## src/rtl/fpc_pkg.sv

```systemverilog
package fpc_pkg;
  // where a response takes its line from
  typedef enum logic [1:0] {
    SRC_CUR = 2'd0,
    SRC_PFB = 2'd1,
    SRC_ARR = 2'd2
  } fpc_src_e;
endpackage

```

## src/rtl/fpc_cfg.sv

```systemverilog
module fpc_cfg #(
  parameter int LAT_W = 3
) (
  input  logic             clk,
  input  logic             rst_n,
  input  logic             we,
  input  logic [LAT_W-1:0] lat_wr,
  input  logic             pf_wr,
  input  logic             rd_idle,
  output logic [LAT_W-1:0] lat_cur,
  output logic             pf_en
);
  logic [LAT_W-1:0] lat_q, lat_new_q;
  logic             new_pend_q, pf_q;

  always_ff @(posedge clk) begin
    if (!rst_n) begin
      lat_q      <= '0;
      lat_new_q  <= '0;
      new_pend_q <= 1'b0;
      pf_q       <= 1'b0;
    end else if (we) begin
      pf_q <= pf_wr;
      if (rd_idle) begin
        lat_q      <= lat_wr;
        new_pend_q <= 1'b0;
      end else begin
        lat_new_q  <= lat_wr;
        new_pend_q <= 1'b1;
      end
    end else if (new_pend_q && rd_idle) begin
      lat_q      <= lat_new_q;
      new_pend_q <= 1'b0;
    end
  end

  assign lat_cur = lat_q;
  assign pf_en   = pf_q;

  // the count in use only moves across an edge where the array was idle
  p_lat_switch_idle_r8: assert property (@(posedge clk) disable iff (!rst_n)
    (lat_q != $past(lat_q)) |-> $past(rd_idle));
endmodule

```

## src/rtl/fpc_rd_eng.sv

```systemverilog
module fpc_rd_eng #(
  parameter int LA_W  = 28,
  parameter int LAT_W = 3
) (
  input  logic             clk,
  input  logic             rst_n,
  input  logic             start,
  input  logic [LA_W-1:0]  start_line,
  input  logic             start_pf,
  input  logic [LAT_W-1:0] lat,
  output logic             busy,
  output logic             cap,
  output logic             is_pf,
  output logic             strobe,
  output logic [LA_W-1:0]  line
);
  logic [LAT_W-1:0] cnt_q;

  // a new start always wins, which is how an in-flight read is abandoned
  always_ff @(posedge clk) begin
    if (!rst_n) begin
      busy   <= 1'b0;
      cnt_q  <= '0;
      line   <= '0;
      is_pf  <= 1'b0;
      strobe <= 1'b0;
    end else if (start) begin
      busy   <= 1'b1;
      cnt_q  <= lat;
      line   <= start_line;
      is_pf  <= start_pf;
      strobe <= 1'b1;
    end else begin
      strobe <= 1'b0;
      if (busy) begin
        if (cnt_q == '0) busy <= 1'b0;
        else             cnt_q <= cnt_q - 1'b1;
      end
    end
  end

  assign cap = busy && (cnt_q == '0);

  // the wait counter never exceeds the count it was loaded from
  p_cnt_bound_r3: assert property (@(posedge clk) disable iff (!rst_n)
    busy |-> (cnt_q <= lat));
  // the strobe cycle is the first cycle of a read, with the full count loaded
  p_strobe_first_r3: assert property (@(posedge clk) disable iff (!rst_n)
    strobe |-> (busy && cnt_q == lat));
endmodule

```

## src/rtl/fpc_sel.sv

```systemverilog
module fpc_sel #(
  parameter int LINE_W = 128,
  parameter int HI_W   = 3
) (
  input  logic [LINE_W-1:0] line,
  input  logic [HI_W-1:0]   hidx,
  input  logic              half,
  output logic [31:0]       data
);
  localparam int NH = LINE_W / 16;

  logic [15:0] halves [NH];

  for (genvar g = 0; g < NH; g++) begin : g_split
    assign halves[g] = line[16*g +: 16];
  end

  logic [HI_W-2:0] widx;
  assign widx = hidx[HI_W-1:1];

  always_comb begin
    if (half) data = {16'h0000, halves[hidx]};
    else      data = {halves[{widx, 1'b1}], halves[{widx, 1'b0}]};
  end
endmodule

```

## src/rtl/flash_pf_ctrl.sv

```systemverilog
module flash_pf_ctrl #(
  parameter int ADDR_W = 32,
  parameter int LINE_W = 128,
  parameter int LAT_W  = 3
) (
  input  logic                                   clk,
  input  logic                                   rst_n,
  input  logic                                   cfg_we,
  input  logic [LAT_W-1:0]                       cfg_lat_in,
  input  logic                                   cfg_pf_in,
  output logic [LAT_W-1:0]                       cfg_lat_out,
  output logic                                   cfg_pf_out,
  input  logic                                   f_valid,
  output logic                                   f_ready,
  input  logic [ADDR_W-1:0]                      f_addr,
  input  logic                                   f_half,
  output logic                                   rsp_valid,
  output logic [31:0]                            rsp_data,
  output logic                                   fl_rd,
  output logic [ADDR_W-$clog2(LINE_W/8)-1:0]     fl_addr,
  input  logic [LINE_W-1:0]                      fl_rdata
);
  import fpc_pkg::*;

  localparam int OFF_W = $clog2(LINE_W / 8);
  localparam int LA_W  = ADDR_W - OFF_W;
  localparam int HI_W  = OFF_W - 1;

  // configuration
  logic [LAT_W-1:0] lat_cur;
  logic             pf_en, pf_act;

  // read engine
  logic             e_busy, e_cap, e_pf, e_strobe;
  logic [LA_W-1:0]  e_line;

  // line buffers and pending request
  logic              cur_v, pf_v, pend;
  logic [LA_W-1:0]   cur_line, pf_line, pend_line;
  logic [LINE_W-1:0] cur_data, pf_data;
  logic [HI_W-1:0]   pend_hidx;
  logic              pend_half;
  logic              rsp_v_q;
  logic [31:0]       rsp_q;

  // request decode
  logic             acc, hit_cur, hit_pfb, hit_inf;
  logic [LA_W-1:0]  req_line;
  logic [HI_W-1:0]  req_hidx;

  // decisions
  logic             go_rsp, use_req, cur_ld, cur_from_arr;
  logic             st, st_pf, pend_set, pend_clr, pfv_clr, pf_store;
  logic [LA_W-1:0]  st_line;
  fpc_src_e         src;

  logic [LINE_W-1:0] sel_line;
  logic [31:0]       sel_out;

  assign pf_act   = pf_en && (lat_cur != '0);
  assign f_ready  = !pend;
  assign acc      = f_valid && f_ready;
  assign req_line = f_addr[ADDR_W-1:OFF_W];
  assign req_hidx = f_addr[OFF_W-1:1];
  assign hit_cur  = cur_v && (req_line == cur_line);
  assign hit_pfb  = pf_v && (req_line == pf_line);
  assign hit_inf  = e_busy && e_pf && (e_line == req_line);

  always_comb begin
    go_rsp       = 1'b0;
    use_req      = 1'b1;
    src          = SRC_CUR;
    cur_ld       = 1'b0;
    cur_from_arr = 1'b0;
    st           = 1'b0;
    st_pf        = 1'b0;
    st_line      = req_line;
    pend_set     = 1'b0;
    pend_clr     = 1'b0;
    pfv_clr      = 1'b0;
    if (acc) begin
      if (hit_cur) begin
        go_rsp = 1'b1;
      end else if (hit_pfb) begin
        go_rsp  = 1'b1;
        src     = SRC_PFB;
        cur_ld  = 1'b1;
        pfv_clr = 1'b1;
        st      = pf_act;
        st_pf   = 1'b1;
        st_line = req_line + LA_W'(1);
      end else if (hit_inf && e_cap) begin
        go_rsp       = 1'b1;
        src          = SRC_ARR;
        cur_ld       = 1'b1;
        cur_from_arr = 1'b1;
        st           = pf_act;
        st_pf        = 1'b1;
        st_line      = req_line + LA_W'(1);
      end else if (hit_inf) begin
        pend_set = 1'b1;
      end else begin
        st       = 1'b1;
        pend_set = 1'b1;
        pfv_clr  = 1'b1;
      end
    end else if (pend && e_cap && (e_line == pend_line)) begin
      go_rsp       = 1'b1;
      use_req      = 1'b0;
      src          = SRC_ARR;
      cur_ld       = 1'b1;
      cur_from_arr = 1'b1;
      pend_clr     = 1'b1;
      st           = pf_act;
      st_pf        = 1'b1;
      st_line      = pend_line + LA_W'(1);
    end
  end

  assign pf_store = e_cap && e_pf && !cur_from_arr;

  always_comb begin
    case (src)
      SRC_PFB: sel_line = pf_data;
      SRC_ARR: sel_line = fl_rdata;
      default: sel_line = cur_data;
    endcase
  end

  fpc_sel #(.LINE_W(LINE_W), .HI_W(HI_W)) u_sel (
    .line (sel_line),
    .hidx (use_req ? req_hidx : pend_hidx),
    .half (use_req ? f_half : pend_half),
    .data (sel_out)
  );

  fpc_cfg #(.LAT_W(LAT_W)) u_cfg (
    .clk     (clk),
    .rst_n   (rst_n),
    .we      (cfg_we),
    .lat_wr  (cfg_lat_in),
    .pf_wr   (cfg_pf_in),
    .rd_idle (!e_busy && !st),
    .lat_cur (lat_cur),
    .pf_en   (pf_en)
  );

  fpc_rd_eng #(.LA_W(LA_W), .LAT_W(LAT_W)) u_eng (
    .clk        (clk),
    .rst_n      (rst_n),
    .start      (st),
    .start_line (st_line),
    .start_pf   (st_pf),
    .lat        (lat_cur),
    .busy       (e_busy),
    .cap        (e_cap),
    .is_pf      (e_pf),
    .strobe     (e_strobe),
    .line       (e_line)
  );

  always_ff @(posedge clk) begin
    if (!rst_n) begin
      rsp_v_q   <= 1'b0;
      rsp_q     <= '0;
      cur_v     <= 1'b0;
      cur_line  <= '0;
      cur_data  <= '0;
      pf_v      <= 1'b0;
      pf_line   <= '0;
      pf_data   <= '0;
      pend      <= 1'b0;
      pend_line <= '0;
      pend_hidx <= '0;
      pend_half <= 1'b0;
    end else begin
      rsp_v_q <= go_rsp;
      if (go_rsp) rsp_q <= sel_out;
      if (pf_store) begin
        pf_v    <= 1'b1;
        pf_line <= e_line;
        pf_data <= fl_rdata;
      end
      if (pfv_clr) pf_v <= 1'b0;
      if (cur_ld) begin
        cur_v    <= 1'b1;
        cur_line <= use_req ? req_line : pend_line;
        cur_data <= cur_from_arr ? fl_rdata : pf_data;
      end
      if (pend_set) begin
        pend      <= 1'b1;
        pend_line <= req_line;
        pend_hidx <= req_hidx;
        pend_half <= f_half;
      end
      if (pend_clr) pend <= 1'b0;
    end
  end

  assign rsp_valid   = rsp_v_q;
  assign rsp_data    = rsp_q;
  assign fl_rd       = e_strobe;
  assign fl_addr     = e_line;
  assign cfg_lat_out = lat_cur;
  assign cfg_pf_out  = pf_en;

  // a hit on the current line never causes an array strobe
  p_hit_no_read_r2: assert property (@(posedge clk) disable iff (!rst_n)
    (acc && hit_cur) |=> !fl_rd);
  // a prefetch strobe only goes out with at least one wait state in use
  p_pf_needs_ws_r6: assert property (@(posedge clk) disable iff (!rst_n)
    (fl_rd && e_pf) |-> (lat_cur != '0));
  // no response is presented while a fetch is still waiting
  p_rsp_not_pend_r10: assert property (@(posedge clk) disable iff (!rst_n)
    rsp_valid |-> !pend);
  // every response traces back to an accepted or a waiting fetch
  p_rsp_cause_r3: assert property (@(posedge clk) disable iff (!rst_n)
    rsp_valid |-> ($past(acc) || $past(pend)));
  // fetch addresses are halfword aligned
  p_aligned_r4: assert property (@(posedge clk) disable iff (!rst_n)
    f_valid |-> !f_addr[0]);
endmodule

```

## config.mk

```make
export PLATFORM = sky130hd
export DESIGN_NAME = flash_pf_ctrl
export DESIGN_NICKNAME = d
export VERILOG_FILES = /design/src/rtl/fpc_pkg.sv /design/src/rtl/fpc_cfg.sv /design/src/rtl/fpc_rd_eng.sv /design/src/rtl/fpc_sel.sv /design/src/rtl/flash_pf_ctrl.sv
export SDC_FILE = /design/constraint.sdc
export NUM_CORES = 1
export LEC_CHECK = 0
export BUFFER_PORTS_ARGS = -buffer_cell sky130_fd_sc_hd__buf_2
export CORE_MARGIN = 5
export CORE_UTILIZATION = 25
export DETAILED_ROUTE_END_ITERATION = 6
export GPL_TIMING_DRIVEN = 0
export SYNTH_ARGS = -nofsm -noshare
export SYNTH_HDL_FRONTEND = slang
export SYNTH_SLANG_ARGS = --single-unit
```

## constraint.sdc

```tcl
create_clock -name clk -period 10.8 [get_ports clk]
set_input_delay 2.16 -clock clk [delete_from_list [all_inputs] [get_ports clk]]
set_output_delay 2.16 -clock clk [all_outputs]
set_load 0.01 [all_outputs]
```

==> Word-level counts from Yosys, hierarchy flattened <==
Cells that the tools add are included.
{ "word_totals": {"ff_bits": 422, "inputBits": 169, "out_inout_bits": 67, "elab_cells": 132} }
{ "op_classes": {"add_sub_neg": 3, "magnitude_cmp": 3, "eq_ne": 8, "mux": 65, "bitwise_logic": 5, "n_reduce_logical": 27} }
{ "ops": {"columns": ["operator", "count"], "rows": [
  ["128-bit one-hot mux with 2 select lines", 1],
  ["28-bit two-way mux", 6],
  ["16-bit binary-select mux with 3-bit select", 3],
  ["128-bit two-way mux", 1],
  ["28-bit equality test", 4],
  ["16-bit two-way mux", 6],
  ["28-bit by 1-bit adder with 28-bit output, second input constant", 2],
  ["1-bit two-way mux", 35],
  ["32-bit two-way mux", 1],
  ["3-bit two-way mux", 7],
  ["1-bit logical AND", 14],
  ["4-bit greater-or-equal comparator, second input constant", 3],
  ["3-bit NOT with 4-bit output", 3],
  ["2-bit two-way mux", 5],
  ["2-bit AND reduction", 3],
  ["1-bit zero test", 4],
  ["2-bit nonzero test", 2],
  ["2-bit OR reduction", 2],
  ["3-bit zero test", 1],
  ["3-bit nonzero test", 1],
  ["3-bit by 1-bit subtractor with 3-bit output, second input constant", 1],
  ["2-bit by 1-bit equality test with 1-bit output, second input constant", 1],
  ["2-bit equality test, second input constant", 1],
  ["2-bit by 1-bit != test with 1-bit output, second input constant", 1],
  ["other kinds (2)", 3]
]} }

==> Depth between registers and ports, before layout <==
{ "logic_depth": {"ltp_word": 13, "mapped_depth": 19, "depth_no_buf": 16} }

==> Modules after synthesis <==
From an unflattened synthesis, not the netlist that was laid out.
{ "hier_totals": {"cells_unflattened": 2843, "hier_area_um2": 23306.1} }
{ "by_module_without_submodules": {"columns": ["module", "instances", "cells_each", "area_per_inst_um2"], "rows": [
  ["flash_pf_ctrl", 1, 2561, 19964.1],
  ["fpc_sel", 1, 128, 1695.4],
  ["fpc_rd_eng", 1, 124, 1302.5],
  ["fpc_cfg", 1, 30, 344.1]
]} }

==> Least setup slack after synthesis <==
Ideal clock, no wire load.
{ "synth_path": {"path_type": "input to register", "startpoint": "in f_addr[21]", "endpoint": "reg rsp_q[11], in the netlist rsp_data[11]", "arrival_time_ns": 5.740, "t_required_ns": 10.730, "path_slack_ns": 4.990, "path_stages": 17, "path_cell_list": "clkbuf_1 -> xnor2_1 -> nand4_1 -> or4_1 -> o21ai_2 -> nor4_1 -> a21o_1 -> inv_2 -> ha_1 -> clkbuf_1 -> clkbuf_1 -> clkbuf_1 -> clkbuf_1 -> a221oi_1 -> nor4_1 -> nor3_1 -> a21oi_1"} }
{ "synth_between": {"elab_chain_cells": 13, "elab_cells_between_ends": 25} }
{ "synth_lines": {"columns": ["item", "line_no", "source"], "rows": [
  ["start: declaration", "flash_pf_ctrl.sv:15", "input logic [ADDR_W-1:0] f_addr,"],
  ["28-bit equality test", "flash_pf_ctrl.sv:67", "assign hit_inf = e_busy && e_pf && (e_line == req_line);"],
  ["1-bit logical AND", "flash_pf_ctrl.sv:67", null],
  ["1-bit logical AND", "flash_pf_ctrl.sv:92", "end else if (hit_inf && e_cap) begin"],
  ["2-bit two-way mux", "flash_pf_ctrl.sv:92", null],
  ["2-bit two-way mux", "flash_pf_ctrl.sv:84", "end else if (hit_pfb) begin"],
  ["2-bit two-way mux", "flash_pf_ctrl.sv:82", "if (hit_cur) begin"],
  ["2-bit two-way mux", "flash_pf_ctrl.sv:81", "if (acc) begin"],
  ["2-bit equality test / 2-bit by 1-bit equality test with 1-bit output (equally long branches)", "flash_pf_ctrl.sv:123", "case (src)"],
  ["128-bit one-hot mux with 2 select lines", "flash_pf_ctrl.sv:123", null],
  ["16-bit binary-select mux with 3-bit select (on tied branches)", "fpc_sel.sv:23, fpc_sel.sv:22", null],
  ["16-bit two-way mux (on tied branches) (2 in series)", "fpc_sel.sv:23, fpc_sel.sv:22", null],
  ["32-bit two-way mux", "fpc_sel.sv:22", "if (half) data = {16'h0000, halves[hidx]};"],
  ["end signal: assignment", "flash_pf_ctrl.sv:178", "if (go_rsp) rsp_q <= sel_out;"],
  ["end: declaration", "flash_pf_ctrl.sv:44", "logic [31:0] rsp_q;"]
]} }
Several ways; a longest one is shown, not always the timed one. The select of a mux whose other input is x is not followed.
A chain may end at the register's enable or synchronous reset.

==> Final worst setup path <==
{ "layout_path": {"startpoint": "in f_addr[26]", "endpoint": "reg rsp_q[8], in the netlist rsp_data[8]"} }
The elaborated chain is that of the path after synthesis.

==> run_results.csv <==
group,metric,value,unit
status,status,"complete, no violations",
clock_tree,clock_sinks,422,
finish,areaGrowthSynthToFinish,18.8,%
pwr,vdd_drop_max,0.0000999,V
place,hpwl,80.8,mm
critical_path,arrival,8.04,ns
synth,yosys_most_used_dff,"dfxtp_1",
critical_path,worstPathRequired,11.34,ns
critical_path,r2r-end,"rsp_data[8]",
synth,synth_cell_types,70,
floorplan,chipWidth,309,µm
critical_path,worstSetupPathType,"in -> reg",
timing,tightestPinTransition,1.08,ns
finish,drive_above_1_share,12.1,%
clock_tree,post_cts_buffers,0,
critical_path,reg2reg_depth,16,
timing,setup_tns,0,ns
timing,rsz0062_at_grt,"no",
place,port_buffers,208,
clock_tree,cts_buffers,47,
timing,setup_viol,0,
floorplan,initial_utilization,25.2,%
place,numPlacedInstances,4190,
finish,nets,3249,
drt,num_vias,23699,
synth,ys_ff_latch,422,
grt,grt.met3_usage,5.42,%
critical_path,reg2reg_slack,4.99,ns
clock_tree,ctsHtreeMaxLevel,2,
clock_tree,cts_buffer_depth,3,
timing,relSlewSlack,27.2,%
finish,final-instance-count-excl-fill,4291,
grt,track_usage,21.1,%
timing,clock.fmax,133,MHz
pwr,p_per_area,142,nW/µm²
synth,yosysTopAreaCell,"dfxtp_1",
synth,synth_edf_count,0,
place,place_area,24800,µm²
clock_tree,ctsRootBufferMaster,"clkbuf_16",
hold_path,min_from,"rsp_data[24]",
synth,avgSynthCellArea,7.92,µm²
timing,slew_viol_final,0,
synth,synth_common_cells,"nand2_1 (558), dfxtp_1 (422), a21oi_1 (356), o21ai_0 (266), clkbuf_1 (195)",
hold_path,hold_end,"rsp_data[24]",
grt,use_met1,28.6,%
clock_tree,tritoncts,"built",
critical_path,cp-startpoint,"f_addr[26]",
flow_run,maxCapViolCount,0,
floorplan,coreArea,88500,µm²
timing,whs,0.464,ns
drt,drt_iter0_drc,3379,
floorplan,rows,109,
finish,fill_cells,9532,
critical_path,cp_max_fo,10,
hold_path,hp-class,"reg -> reg",
timing,finalCriticalPeriod,7.49,ns
drt,antenna_left,0,
synth,async_flop_share,0,%
timing,hold_viol,0,
drt,finalWirelength,106,mm
drt,post-route-drc-count,0,
hold_path,min_path_cells,2,
grt,grt_max_degree,14,
finish,stdcell_area,26500,µm²
clock_tree,cts-resized-gates,0,
clock_tree,clkSlewWorstSetupHoldPaths,0.06,ns
synth,syn_area,22300,µm²
place,gp_congestion,1.03,
grt,antenna_found_initial,25,
synth,yosysSeqAreaShare,37.9,%
clock_tree,hold_buffers,0,
synth,synthTopCellsByArea,"dfxtp_1 (38%), nand2_1 (9.4%), mux2i_1 (8.4%)",
timing,period_share,69.4,%
synth,yosysMostFrequentCell,"nand2_1",
critical_path,crit_path_end_kind,"flip-flop",
grt,overflow,0,
timing,fin_skew,0.0387,ns
synth,yosys_warnings,0,
synth,synth_top_area_share,37.9,%
drt,viasPerCell,5.52,
grt,grt-busiest-layer,"met2",
critical_path,r2r_start,"cur_line[24]",
drt,firstDrtPassIters,7,
pwr,leakagePower,0.0103,µW
synth,netlist_instances,2817,
synth,synthesis.nets,2992,
floorplan,dieArea,95300,µm²
critical_path,critPathLaunchType,"input port",
grt,grt_pass1_wl,151,mm
drt,wire_per_inst,24.7,µm
grt,grt_pass1_vias,21876,
floorplan,die_y,309,µm
floorplan,ioPinCount,236,
clock_tree,clk_latency,0.63,ns
grt,met2_usage,33.2,%
report_power, final:
part	internal (µW)	total [µW]	switching (µW)
clock network	1030	1770	745
logic	115	361	246
registers	1580	1620	39.4
total	2720	3750	1030
critical path, cell delays in order:
cell      delay, ns
clkbuf_1       0.50
xnor2_1        0.27
nand4_1        0.19
or4_1          0.69
o21ai_2        0.44
nor4_1         0.10
a21o_1         0.23
inv_2          0.07
ha_1           0.21
clkbuf_1       0.52
clkbuf_1       0.58
clkbuf_1       0.62
clkbuf_1       0.61
a221oi_1       0.22
nor4_1         0.35
nor3_1         0.08
a21oi_1        0.17
registers in the layout (all words and copies together) (netlist names), 28 cells and up:
register	flops
pend_line	28
u_eng.line	28
cur_line	28
rsp_data	32
pf_data	128
cur_data	128
pf_line	28
metal layers:
layer / vias to the layer above / part of all wire, %
met3: 211 / 12
met4: 0 / 2.9
met2: 1474 / 44
met1: 11399 / 41
li1: 10615 / -
met5: - / 0
worst max path at each step:
stage / slack (ns) / depth (start not counted) / end
floorplan: 4.99 / 17 / rsp_data[11]
global placement: 2.98 / 17 / rsp_data[8]
detailed placement: 3.01 / 17 / rsp_data[8]
CTS: 3.60 / 17 / rsp_data[8]
global route: 3.23 / 17 / rsp_data[8]
finish: 3.31 / 17 / rsp_data[8]
cell type report:
class | instances | area (µm²) | share of cell area, %
antenna | 13 | 32.5 | 0.123
buffer | 274 | 1160 | 4.38
clock buffer | 70 | 1400 | 5.30
clock inverter | 18 | 259 | 0.977
inverter | 27 | 101 | 0.382
multi-input combinational | 2094 | 12600 | 47.5
sequential | 422 | 8450 | 31.9
tap | 1165 | 1460 | 5.50
timing repair buffer | 208 | 1040 | 3.93
stage by stage:
step / power, µW / utilization (%) / worst slack [ns]
6_report: 3750 / 29.9 / 3.31
5_1_grt: 3850 / 29.9 / 3.23
4_1_cts: 3750 / 29.9 / 3.60
3_5_place_dp: 2010 / 28.0 / 3.01
3_3_place_gp: 2010 / 28.0 / 2.98
2_1_floorplan: 1840 / - / 4.99
kinds of logic (layout without fill, tap and decap cells):
| family | after synthesis | in the layout | synth area share (%) |
|---|---|---|---|
| AO/OA/AOI/OAI | 903 | 903 | 25.1 |
| AND/OR/NAND/NOR | 847 | 847 | 16.6 |
| flip-flops | 422 | 422 | 37.9 |
| buffers and inverters | 301 | 597 | 5.66 |
| multiplexers | 194 | 194 | 8.86 |
| XOR/XNOR | 144 | 144 | 5.65 |
| adder cells (fa/ha/maj) | 6 | 6 | 0.336 |
| other | 0 | 13 | 0 |
cells in the final DEF, fill, tap and decap left out, types with 13 or more instances in the layout:
master	instances
a211oi_1	19
a21oi_1	356
a221o_1	93
a221oi_1	29
a311oi_1	29
and2_1	18
and3_1	16
buf_2	266
clkbuf_1	205
clkbuf_16	48
dfxtp_1	422
diode_2	13
inv_1	26
mux2i_1	187
nand2_1	558
nand3_1	35
nand4_1	36
nor2_1	76
nor3_1	27
nor4_1	27
o211ai_1	35
o21ai_0	266
or3_1	17
xnor2_1	76
xor2_1	68
Power figures use the tool's default switching activity.
